===== src/rtl/i2cm_pkg.sv =====
// Shared field positions, command record and sequencer states for the
// mailbox I2C master. Assumes a 16-bit register width throughout.
package i2cm_pkg;
    localparam int REG_W          = 16;
    localparam int ADDR_W         = 7;
    localparam int BYTE_W         = 8;
    localparam int CMD_ADDR_LSB   = 1;
    localparam int CMD_WRITE_BIT  = 10;
    localparam int CMD_TWO_BIT    = 11;
    localparam int CMD_PROBE_BIT  = 12;
    localparam int CMD_HOLD_BIT   = 13;
    localparam int CMD_MODE_LSB   = 14;
    localparam logic [1:0] CMD_MODE_NATIVE = 2'b10;
    localparam int ST_ERR_BIT     = 13;
    localparam int ST_TX_BIT      = 14;
    localparam int ST_RX_BIT      = 15;

    typedef struct packed {
        logic [ADDR_W-1:0] addr;
        logic              is_write;
        logic              two_byte;
        logic              probe;
        logic              hold;
    } cmd_t;

    typedef enum logic [2:0] {
        SQ_IDLE,
        SQ_START,
        SQ_BITS,
        SQ_STOP,
        SQ_HELD
    } sq_state_t;
endpackage


===== src/rtl/i2cm_tick.sv =====
// Free-running divider: emits a one-cycle tick every CLK_DIV clocks.
// Each tick advances the bus sequencer by one quarter of a bit.
// Assumes CLK_DIV >= 1.
module i2cm_tick #(
    parameter int CLK_DIV = 4
) (
    input  logic clk,
    input  logic rst_n,
    output logic tick
);
    localparam int CW = (CLK_DIV > 1) ? $clog2(CLK_DIV) : 1;
    localparam logic [CW-1:0] LAST = CW'(CLK_DIV - 1);

    logic [CW-1:0] cnt;

    // count clocks within one quarter-bit
    always_ff @(posedge clk) begin
        if (!rst_n)            cnt <= '0;
        else if (cnt == LAST)  cnt <= '0;
        else                   cnt <= cnt + 1'b1;
    end

    assign tick = (cnt == LAST);
endmodule


===== src/rtl/i2cm_cmd_decode.sv =====
// Splits a 16-bit command word into its fields and flags whether the
// mode field holds the only accepted value. Pure combinational.
module i2cm_cmd_decode
    import i2cm_pkg::*;
(
    input  logic [REG_W-1:0] word,
    output cmd_t             cmd,
    output logic             ok
);
    logic unused_bits;
    assign unused_bits = ^{word[0], word[9:8]};

    // field extraction and mode check
    always_comb begin
        cmd.addr     = word[CMD_ADDR_LSB +: ADDR_W];
        cmd.is_write = word[CMD_WRITE_BIT];
        cmd.two_byte = word[CMD_TWO_BIT];
        cmd.probe    = word[CMD_PROBE_BIT];
        cmd.hold     = word[CMD_HOLD_BIT];
        ok           = (word[CMD_MODE_LSB +: 2] == CMD_MODE_NATIVE);
    end
endmodule


===== src/rtl/i2cm_bitseq.sv =====
// Bus sequencer: runs START, address byte, up to two data bytes with
// acknowledge bits, then STOP or a held state. Each bit takes four
// ticks: SCL low (SDA set), SCL high, SCL high (sample), SCL low.
// Assumes sda_in is already synchronous to clk and that no other master
// or clock stretching is present.
module i2cm_bitseq
    import i2cm_pkg::*;
(
    input  logic              clk,
    input  logic              rst_n,
    input  logic              tick,
    input  logic              start,
    input  cmd_t              cmd_in,
    input  logic [REG_W-1:0]  wdata_in,
    input  logic              sda_in,
    output logic              scl_pull,
    output logic              sda_pull,
    output logic              busy,
    output logic              held,
    output logic              rx_we,
    output logic              rx_hi,
    output logic [BYTE_W-1:0] rx_byte,
    output logic              ev_tx,
    output logic              ev_rx,
    output logic              ev_err
);
    localparam logic [3:0] ACK_IDX = 4'(BYTE_W);

    sq_state_t          state;
    logic [1:0]         phase;
    logic [3:0]         bit_idx;
    logic [1:0]         byte_idx;
    logic [BYTE_W-1:0]  tx_sh;
    logic [BYTE_W-1:0]  rx_sh;
    logic               ack_smp;
    logic               err_q;
    cmd_t               cmd_q;
    logic [REG_W-1:0]   wdata_q;

    logic [1:0] n_data;
    logic       is_tx_byte;
    logic       last_byte;
    logic       drive_bit;

    // per-byte context derived from the latched command
    always_comb begin
        n_data     = cmd_q.probe ? 2'd0 : (cmd_q.two_byte ? 2'd2 : 2'd1);
        is_tx_byte = (byte_idx == 2'd0) || cmd_q.is_write;
        last_byte  = (byte_idx == n_data);
        if (bit_idx != ACK_IDX) drive_bit = is_tx_byte ? tx_sh[BYTE_W-1] : 1'b1;
        else                    drive_bit = is_tx_byte ? 1'b1 : last_byte;
    end

    // bus sequencing state machine
    always_ff @(posedge clk) begin
        if (!rst_n) begin
            state    <= SQ_IDLE;
            phase    <= 2'd0;
            bit_idx  <= 4'd0;
            byte_idx <= 2'd0;
            tx_sh    <= '0;
            rx_sh    <= '0;
            ack_smp  <= 1'b0;
            err_q    <= 1'b0;
            cmd_q    <= '0;
            wdata_q  <= '0;
            rx_we    <= 1'b0;
            rx_hi    <= 1'b0;
            rx_byte  <= '0;
            ev_tx    <= 1'b0;
            ev_rx    <= 1'b0;
            ev_err   <= 1'b0;
        end else begin
            rx_we  <= 1'b0;
            ev_tx  <= 1'b0;
            ev_rx  <= 1'b0;
            ev_err <= 1'b0;
            if (start) begin
                state   <= SQ_START;
                phase   <= 2'd0;
                err_q   <= 1'b0;
                cmd_q   <= cmd_in;
                wdata_q <= wdata_in;
            end else if (tick && busy) begin
                phase <= phase + 2'd1;
                unique case (state)
                    SQ_START: begin
                        if (phase == 2'd3) begin
                            state    <= SQ_BITS;
                            bit_idx  <= 4'd0;
                            byte_idx <= 2'd0;
                            tx_sh    <= {cmd_q.addr, ~cmd_q.is_write};
                        end
                    end
                    SQ_BITS: begin
                        if (phase == 2'd2) begin
                            if (bit_idx != ACK_IDX) rx_sh   <= {rx_sh[BYTE_W-2:0], sda_in};
                            else                    ack_smp <= sda_in;
                        end
                        if (phase == 2'd3) begin
                            if (bit_idx != ACK_IDX) begin
                                bit_idx <= bit_idx + 4'd1;
                                tx_sh   <= {tx_sh[BYTE_W-2:0], 1'b0};
                            end else begin
                                bit_idx <= 4'd0;
                                if (is_tx_byte && ack_smp) begin
                                    state <= SQ_STOP;
                                    err_q <= 1'b1;
                                end else begin
                                    if (!is_tx_byte) begin
                                        rx_we   <= 1'b1;
                                        rx_hi   <= (byte_idx == 2'd2);
                                        rx_byte <= rx_sh;
                                    end
                                    if (last_byte) begin
                                        if (cmd_q.hold) begin
                                            state <= SQ_HELD;
                                            ev_tx <= cmd_q.is_write;
                                            ev_rx <= ~cmd_q.is_write;
                                        end else begin
                                            state <= SQ_STOP;
                                        end
                                    end else begin
                                        byte_idx <= byte_idx + 2'd1;
                                        tx_sh    <= (byte_idx == 2'd0) ? wdata_q[BYTE_W-1:0]
                                                                       : wdata_q[REG_W-1:BYTE_W];
                                    end
                                end
                            end
                        end
                    end
                    SQ_STOP: begin
                        if (phase == 2'd3) begin
                            state  <= SQ_IDLE;
                            ev_err <= err_q;
                            ev_tx  <= ~err_q & cmd_q.is_write;
                            ev_rx  <= ~err_q & ~cmd_q.is_write;
                        end
                    end
                    default: ;
                endcase
            end
        end
    end

    // open-drain drive of both lines per state and quarter-bit
    always_comb begin
        scl_pull = 1'b0;
        sda_pull = 1'b0;
        unique case (state)
            SQ_START: begin
                scl_pull = (phase == 2'd0) || (phase == 2'd3);
                sda_pull = (phase >= 2'd2);
            end
            SQ_BITS: begin
                scl_pull = (phase == 2'd0) || (phase == 2'd3);
                sda_pull = ~drive_bit;
            end
            SQ_STOP: begin
                scl_pull = (phase == 2'd0);
                sda_pull = (phase <= 2'd1);
            end
            SQ_HELD: scl_pull = 1'b1;
            default: ;
        endcase
    end

    assign busy = (state != SQ_IDLE) && (state != SQ_HELD);
    assign held = (state == SQ_HELD);

    AST_SDA_ONLY_SCL_LOW: assert property (@(posedge clk) disable iff (!rst_n)
        (state == SQ_BITS && $past(state) == SQ_BITS && !scl_pull && !$past(scl_pull))
        |-> $stable(sda_pull));

    AST_START_WHEN_FREE: assert property (@(posedge clk) disable iff (!rst_n)
        start |-> (state == SQ_IDLE || state == SQ_HELD));
endmodule


===== src/rtl/i2c_mbox_master.sv =====
// Top of the mailbox I2C master: holds the outgoing and incoming data
// registers and the write-one-to-clear status register, accepts command
// words and hands them to the bus sequencer. Assumes sda_in is already
// synchronised to clk by the surrounding logic.
module i2c_mbox_master
    import i2cm_pkg::*;
#(
    parameter int CLK_DIV = 4
) (
    input  logic        clk,
    input  logic        rst_n,
    input  logic        cmd_we,
    input  logic [15:0] cmd_data,
    input  logic        wext_we,
    input  logic [15:0] wext_data,
    input  logic        stat_clr_we,
    input  logic [15:0] stat_clr_data,
    output logic [15:0] rext_data,
    output logic [15:0] stat_data,
    output logic        busy,
    input  logic        sda_in,
    output logic        scl_pull,
    output logic        sda_pull
);
    cmd_t               dec_cmd;
    logic               dec_ok;
    logic               tick;
    logic               accept;
    logic               seq_busy;
    logic               held;
    logic               rx_we;
    logic               rx_hi;
    logic [BYTE_W-1:0]  rx_byte;
    logic               ev_tx;
    logic               ev_rx;
    logic               ev_err;
    logic [REG_W-1:0]   wext_q;
    logic [REG_W-1:0]   rext_q;
    logic [2:0]         stat_q;   // {rx, tx, err}
    logic [2:0]         clr_mask;
    logic               unused_clr;

    assign unused_clr = ^stat_clr_data[ST_ERR_BIT-1:0];

    i2cm_cmd_decode u_dec (
        .word (cmd_data),
        .cmd  (dec_cmd),
        .ok   (dec_ok)
    );

    i2cm_tick #(.CLK_DIV(CLK_DIV)) u_tick (
        .clk   (clk),
        .rst_n (rst_n),
        .tick  (tick)
    );

    assign accept = cmd_we && dec_ok && !seq_busy;

    i2cm_bitseq u_seq (
        .clk      (clk),
        .rst_n    (rst_n),
        .tick     (tick),
        .start    (accept),
        .cmd_in   (dec_cmd),
        .wdata_in (wext_q),
        .sda_in   (sda_in),
        .scl_pull (scl_pull),
        .sda_pull (sda_pull),
        .busy     (seq_busy),
        .held     (held),
        .rx_we    (rx_we),
        .rx_hi    (rx_hi),
        .rx_byte  (rx_byte),
        .ev_tx    (ev_tx),
        .ev_rx    (ev_rx),
        .ev_err   (ev_err)
    );

    // outgoing data register
    always_ff @(posedge clk) begin
        if (!rst_n)       wext_q <= '0;
        else if (wext_we) wext_q <= wext_data;
    end

    // incoming data register: cleared on read accept, filled per byte
    always_ff @(posedge clk) begin
        if (!rst_n)                           rext_q <= '0;
        else if (accept && !dec_cmd.is_write) rext_q <= '0;
        else if (rx_we && rx_hi)              rext_q[REG_W-1:BYTE_W] <= rx_byte;
        else if (rx_we)                       rext_q[BYTE_W-1:0] <= rx_byte;
    end

    assign clr_mask = stat_clr_we ? stat_clr_data[ST_RX_BIT:ST_ERR_BIT] : 3'b000;

    // status register: new events win over a same-cycle clear
    always_ff @(posedge clk) begin
        if (!rst_n) stat_q <= 3'b000;
        else        stat_q <= (stat_q & ~clr_mask) | {ev_rx, ev_tx, ev_err};
    end

    assign stat_data = {stat_q, {ST_ERR_BIT{1'b0}}};
    assign rext_data = rext_q;
    assign busy      = seq_busy;

    AST_STAT_W1C: assert property (@(posedge clk) disable iff (!rst_n)
        (stat_clr_we && stat_clr_data[ST_ERR_BIT] && !ev_err) |=> !stat_data[ST_ERR_BIT]);

    AST_ONE_EVENT: assert property (@(posedge clk) disable iff (!rst_n)
        $onehot0({ev_err, ev_tx, ev_rx}));

    AST_BUS_RELEASED_IDLE: assert property (@(posedge clk) disable iff (!rst_n)
        (!busy && !held) |-> (!scl_pull && !sda_pull));
endmodule


===== config.mk =====
export PLATFORM = sky130hd
export DESIGN_NAME = i2c_mbox_master
export DESIGN_NICKNAME = d
export VERILOG_FILES = /design/src/rtl/i2cm_pkg.sv /design/src/rtl/i2cm_tick.sv /design/src/rtl/i2cm_cmd_decode.sv /design/src/rtl/i2cm_bitseq.sv /design/src/rtl/i2c_mbox_master.sv
export SDC_FILE = /design/constraint.sdc
export NUM_CORES = 1
export LEC_CHECK = 0
export BUFFER_PORTS_ARGS = -buffer_cell sky130_fd_sc_hd__buf_2
export CELL_PAD_IN_SITES_DETAIL_PLACEMENT = 0
export CELL_PAD_IN_SITES_GLOBAL_PLACEMENT = 1
export CORE_UTILIZATION = 41
export CTS_CLUSTER_DIAMETER = 200
export DETAILED_ROUTE_END_ITERATION = 7
export GPL_TIMING_DRIVEN = 0
export PLACE_DENSITY_LB_ADDON = 0.05
export SETUP_SLACK_MARGIN = 0.3
export SYNTH_ARGS = -nofsm -noshare
export SYNTH_HDL_FRONTEND = slang
export SYNTH_SLANG_ARGS = --single-unit

===== constraint.sdc =====
create_clock -name clk -period 2.5 [get_ports clk]
set_input_delay 0.5 -clock clk [delete_from_list [all_inputs] [get_ports clk]]
set_output_delay 0.5 -clock clk [all_outputs]
set_load 0.03 [all_outputs]

==> results of run 1 <==
[what timing repair did]
| item | CTS | global route |
|---|---|---|
| resized for setup | 36 | 8 |
| hold buffers | 0 | 0 |
| pin swaps | 4 | 1 |
| gates cloned | 0 | 0 |
| buffers inserted | 10 | 3 |
| endpoints found under the setup margin | 10 | 31 |
[cells in the mapped netlist, types with 2 or more instances]
cell type  count
nor3_1        12
buf_1          4
nor2b_1       11
dfxtp_1      106
nand4b_1       3
nor2_1        59
clkbuf_1      13
o21ai_0        7
nand2b_1       2
ha_1           9
and3_1         2
inv_1          8
nand3b_1       2
nor3_2         2
o22ai_1        3
buf_4         13
mux2i_1       44
o21ai_4        2
nor3b_2        2
nand3_1       12
nand2_1       93
buf_2          8
a31oi_1        3
buf_6          6
a221oi_1       2
a21oi_1       53
a211oi_1      14
[area by class of cell]
type                            instances  area (µm²)
Timing Repair Buffer                   70         392
Inverter                                9        36.3
Sequential cell                       106        2140
Tap cell                              140         175
Buffer                                 45         314
Clock buffer                            9         124
Fill cell                            1116        5370
Multi-Input combinational cell        369        2250
Clock inverter                          7        52.6
[cell usage in the layout (no fill, tap or decap), types with 5 or more instances in the layout]
cell type,Yosys,layout
a211oi_1,14,14
o21ai_0,7,6
buf_4,13,27
clkbuf_1,13,13
clkbuf_8,0,9
nor3_1,12,11
a21oi_1,53,53
buf_2,8,59
buf_6,6,10
dfxtp_2,0,5
nand3_1,12,12
ha_1,9,7
dfxtp_1,106,99
nor2_1,59,57
nor2b_1,11,11
conb_1,1,13
nand2_1,93,93
mux2i_1,44,44
[where the power goes]
part           internal [mW]  total (mW)  switching (mW)
logic                  0.120       0.299           0.179
clock network          0.369       0.993           0.623
registers               1.72        1.74          0.0217
total                   2.21        3.03           0.823
[worst min-delay path, delay by kind of cell]
kind / cells / cell delay, ns
muxes: 1 / 0.05
and+or+nand+nor: 1 / 0.07
buffers and inverters: 1 / 0.07
[logic make-up after synthesis]
logic type	count (synthesis)
AND/OR/NAND/NOR	213
multiplexers	45
adder cells (fa/ha/maj)	9
buffers and inverters	54
flip-flops	106
AO/OA/AOI/OAI	88
XOR/XNOR	1
other	1
[sequential cells by signal, summed over array words and instances, names as in the netlist, 2 cells and up]
register,count
rext_data,16
u_seq.wdata_q,16
wext_q,16
u_seq.cmd_q,11
u_seq.rx_byte,8
u_seq.rx_sh,8
u_seq.tx_sh,8
u_seq.bit_idx,4
stat_q,3
u_seq.state,3
u_seq.byte_idx,2
u_seq.phase,2
u_tick.cnt,2
[routing by layer]
| metal | wire, µm | share of wire (%) | global-route usage [%] |
|---|---|---|---|
| met2 | 4850 | 46 | 31.3 |
| met1 | 5310 | 50 | 26.0 |
| met4 | 167 | 1.6 | 7.63 |
| met3 | 317 | 3.0 | 2.78 |
| met5 | 0 | 0 | 0 |
[final timing paths]
check | start | endpoint | slack, ns | cells after the start
hold reg to reg | u_tick.cnt[0] | u_tick.cnt[0] | 0.44 | 1
setup / recovery | u_seq.byte_idx[0] | sda_pull | 0.15 | 8
hold / removal | wext_data[3] | wext_q[3] | 0.35 | 3
setup reg to reg | u_seq.byte_idx[0] | u_seq.tx_sh[7] | 0.47 | 9
[stage by stage]
step | hold slack, ns | power [mW] | std cells | area [µm²]
finish | 0.351 | 3.03 | 755 | 5480
global route | 0.336 | 3.16 | 755 | 5480
CTS | 0.339 | 3.06 | 752 | 5420
detailed placement | 0.418 | 2.06 | 726 | 5060
global placement | 0.408 | 2.06 | 726 | 5060
floorplan | 0.398 | 1.98 | 529 | 4600
==> results_dict.tcl, run 1 <==
set metrics [dict create \
    synth_top_family_by_area "simple AND/OR/NAND/NOR gates" \
    antenna_found_initial 0 \
    maxCapViolCount 0 \
    avgViaCountPerCell 4.88 \
    start_util_pct 41.9 \
    syn_to_final_growth_pct 20.5 \
    fp.dieW_um 107 \
    dp_hpwl_um 7570 \
    endpoint_kind "output port" \
    ys.warnings.count 0 \
    num_antenna_cells 0 \
    ys.flop_type "dfxtp_1" \
    grt_max_degree 19 \
    synth-async-reset-ratio_pct 0 \
    place.gp.congestion 0.786 \
    p_leak_nw 2.17 \
    synthXorXnorAreaFrac_pct 0.193 \
    pre_cts_ws_ns 0.00851 \
    core-area_mm2 0.0108 \
    drv_slew 0 \
    critical-path-slowest-cell "dfxtp_2" \
    start_kind "register" \
    synth-edff-count 0 \
    cts.sink_count 106 \
    worstSetupPathType "register to output port" \
    drc 1 \
    syn_inst 517 \
    num_rows 38 \
    avgSynthCellArea_um2 8.79 \
    setup_tns_ns 0 \
    rsz0062_at_grt "true" \
    failed_checks "DRC" \
    cts_inserted_buffers 9 \
    synth_top_area_share_pct 46.7 \
    yosys.cell_types.count 49 \
    path_buf_inv 3 \
    required_ns 2.00 \
    setup_viol 0 \
    vias 3682 \
    drive_gt1_share_pct 24.2 \
    synth-seq-cells 106 \
    cp_top_family "buffers and inverters" \
    grt_pass1_vias 3476 \
    first_pass_iters 6 \
    synth_seq_area_share_pct 46.7 \
    tritoncts "done" \
    grt_pass1_wl_um 17200 \
    crit_top_cell "buf_6" \
    setup_slack_ns 0.149 \
    boundaryPins 89 \
    fin_crit_sh_pct 94.0 \
    clk_pin_slew_ns 0.10 \
    synth_compound_area_share_pct 11.6 \
    min-delay-path-class "input pin to register" \
    grt-ovfl-total 0 \
    finalCriticalPeriod_ns 2.35 \
    status "finished with violations" \
    skew_ns 0.0183 \
    post_drt_wl_per_cell_um 14.1 \
    path_cells "inv_1 > ha_1 > buf_6 > nor2_4 > nor3_4 > a31oi_2 > o22ai_2 > buf_6" \
    port_buffers 57 \
    yosys.area_share.simple_pct 22.3 \
    htreeDepth 3 \
    synth_adder_area_share_pct 2.48 \
    cts-root-buf "clkbuf_8" \
    synth_top_area_cell "dfxtp_1" \
    fin_util_pct 50.5 \
    track_usage_pct 19.4 \
    worstPathArrival_ns 1.85 \
    cp_max_fo 10 \
    fp.dieH_um 107 \
    drtAntennaViolNets 0 \
    clk_latency_ns 0.38 \
    cts_buffer_depth 2 \
    drtIter0Drc 121 \
    worst_slew_pin_slew_ns 0.611 \
    fmax_ghz 0.425 \
    max-vdd-ir-drop_mv 0.282 \
    finalWirelength_um 10600 \
    nNetsFinal 673 \
    ys_top_cells_by_area "dfxtp_1 (47%), mux2i_1 (9.7%), nand2_1 (7.7%)" \
    max_stage_delay_ns 0.34 \
    finalHoldViolations 0 \
    die_area_mm2 0.0115 \
    synth_area_mm2 0.00454 \
    relSlewSlack_pct 59.3 \
    cellPowerDensity_mw_per_mm2 554 \
    synthMuxAreaShare_pct 9.94 \
]
(Power assumes the default switching activity.)
==> inputs of run 2 (changes only) <==
--- a/config.mk
+++ b/config.mk
@@ -8,11 +8,13 @@
 export BUFFER_PORTS_ARGS = -buffer_cell sky130_fd_sc_hd__buf_2
 export CELL_PAD_IN_SITES_DETAIL_PLACEMENT = 0
 export CELL_PAD_IN_SITES_GLOBAL_PLACEMENT = 1
+export CORE_ASPECT_RATIO = 0.8
 export CORE_UTILIZATION = 41
 export CTS_CLUSTER_DIAMETER = 200
 export DETAILED_ROUTE_END_ITERATION = 7
 export GPL_TIMING_DRIVEN = 0
 export PLACE_DENSITY_LB_ADDON = 0.05
+export REMOVE_ABC_BUFFERS = 1
 export SETUP_SLACK_MARGIN = 0.3
 export SYNTH_ARGS = -nofsm -noshare
 export SYNTH_HDL_FRONTEND = slang
==> run 2 against run 1 <==
  * The run now ends clean
  * Global-route usage fell by 1.8 points
  * Sequential share of layout area rose by 0.68 points
  * Clock power grew 30%
  * Largest power group unchanged
  * Total power grew 8.7%
  * Design area fell by 1.5%
  * Sequential power about the same
  * Register-to-register slack got worse by 0.03 ns
  * First-iteration DRC count increased by 5.0%
==> results_dict.tcl, run 2 (same netlist as run 1, synthesis figures left out) <==
set metrics [dict create \
    finalWirelength_um 9740 \
    core-area_mm2 0.0105 \
    grt_pass1_vias 3245 \
    status "finished, final reports clean" \
    r2r-start "u_seq.byte_idx[1]" \
    antenna_found_initial 0 \
    maxCapViolCount 0 \
    place.gp.congestion 0.779 \
    start_util_pct 43.1 \
    cellPowerDensity_mw_per_mm2 611 \
    endpoint_kind "output port" \
    placed_area_mm2 0.00485 \
    required_ns 2.00 \
    die_area_mm2 0.0115 \
    worstPathArrival_ns 1.66 \
    rsz0062_at_grt "true" \
    relSlewSlack_pct 61.5 \
    cts_buffer_depth 2 \
    dp_hpwl_um 6270 \
    drv_slew 0 \
    tritoncts "done" \
    start_kind "register" \
    skew_ns 0.00570 \
    clk_latency_ns 0.34 \
    final_cell_mix "dfxtp_1 (97), nand2_1 (93), nor2_1 (57), buf_2 (57), a21oi_1 (53)" \
    syn_to_final_growth_pct 18.7 \
    worstSetupPathType "register to output port" \
    port_buffers 59 \
    drc 0 \
    fin_crit_sh_pct 86.3 \
    dp.cells 685 \
    post_drt_wl_per_cell_um 13.6 \
    p_leak_nw 2.09 \
    reg2reg_to "u_seq.tx_sh[2]" \
    final_common_cell "dfxtp_1" \
    grt_max_degree 61 \
    first_pass_iters 4 \
    drtAntennaViolNets 0 \
    max-vdd-ir-drop_mv 0.307 \
    finalCriticalPeriod_ns 2.16 \
    hold_end "wext_q[3]" \
    clk_pin_slew_ns 0.07 \
    min-delay-path-class "input pin to register" \
    hp-start "wext_data[3]" \
    fp.dieW_um 120 \
    nNetsFinal 635 \
    num_rows 33 \
    whs_ns 0.390 \
    fin_util_pct 51.2 \
    setup_tns_ns 0 \
    drtIter0Drc 127 \
    cp_max_fo 5 \
    vias 3538 \
    finalHoldViolations 0 \
    r2r_slack_ns 0.44 \
    fp.dieH_um 96.2 \
    worst_slew_pin_slew_ns 0.576 \
    pre_cts_ws_ns -0.206 \
    setup_slack_ns 0.343 \
    htreeDepth 3 \
    grt-ovfl-total 0 \
    track_usage_pct 17.6 \
    cts_inserted_buffers 9 \
    stdcell_area_mm2 0.00539 \
    setup_viol 0 \
    avgViaCountPerCell 4.93 \
    r2r_cells 8 \
    fill_cells 1044 \
    cts.sink_count 106 \
    boundaryPins 89 \
    layout.cells.non_filler 717 \
    fmax_ghz 0.464 \
    hold_path_depth 3 \
    power_mw 3.30 \
    drive_gt1_share_pct 22.9 \
    grt_pass1_wl_um 16000 \
    num_antenna_cells 0 \
    cts-root-buf "clkbuf_16" \
]
[run 2: cell types whose count changed in the layout (fill, tap and decap cells not counted), moves of 2 or more]
cell and change:
buf_1 -3, buf_16 +2, buf_2 -2, buf_4 -11, buf_6 -10, buf_8 -2
clkbuf_1 -12, clkbuf_16 +9, clkbuf_8 -8, clkinv_2 +2, dfxtp_1 -2, inv_2 +2
[run 2: how the worst max path moves through the flow]
stage | from | to | slack, ns
2_1_floorplan | rst_n | u_seq.byte_idx[0] | 0.13
3_3_place_gp | rst_n | u_seq.byte_idx[0] | -1.35
3_5_place_dp | u_seq.state[0] | u_seq.ev_tx | -0.21
4_1_cts | u_seq.bit_idx[0] | sda_pull | 0.20
5_1_grt | u_seq.phase[0] | scl_pull | 0.27
6_report | u_seq.bit_idx[0] | sda_pull | 0.34
[run 2: routing by layer]
layer	vias to the layer above	part of all wire, %	global-route usage (%)
met5	-	0	0
met4	0	1.0	5.00
met3	10	4.0	4.56
met2	72	43	27.3
met1	1624	52	24.2
li1	1832	-	-
[run 2: power by group]
group / total (mW) / internal, mW / leakage, nW / switching (mW)
Clock: 1.29 / 0.697 / 0.131 / 0.596
Combinational: 0.257 / 0.0973 / 1.10 / 0.160
Sequential: 1.75 / 1.72 / 0.864 / 0.0277
Total: 3.30 / 2.51 / 2.09 / 0.783
[run 2: cell type report]
cell class	instances	area, µm²	area share (%)
Inverter	9	35.0	0.650
Multi-Input combinational cell	370	2290	42.4
Clock inverter	5	30.0	0.557
Tap cell	140	175	3.25
Timing Repair Buffer	76	480	8.91
Sequential cell	106	2140	39.7
Clock buffer	11	243	4.50
[run 2: what timing repair did]
item                                    CTS  global route
resized for setup                        18            24
pin swaps                                 4             6
endpoints found under the setup margin   43            20
setup buffers                             8             7
hold buffers                              0             0
cloned                                    1             0
[run 2: critical path, cell delays in order, from the launching register on]
cell	delay, ns
dfxtp_2	0.34
inv_2	0.07
ha_4	0.14
and3b_4	0.25
nor3_4	0.05
a31oi_2	0.19
o22ai_2	0.09
buf_4	0.18
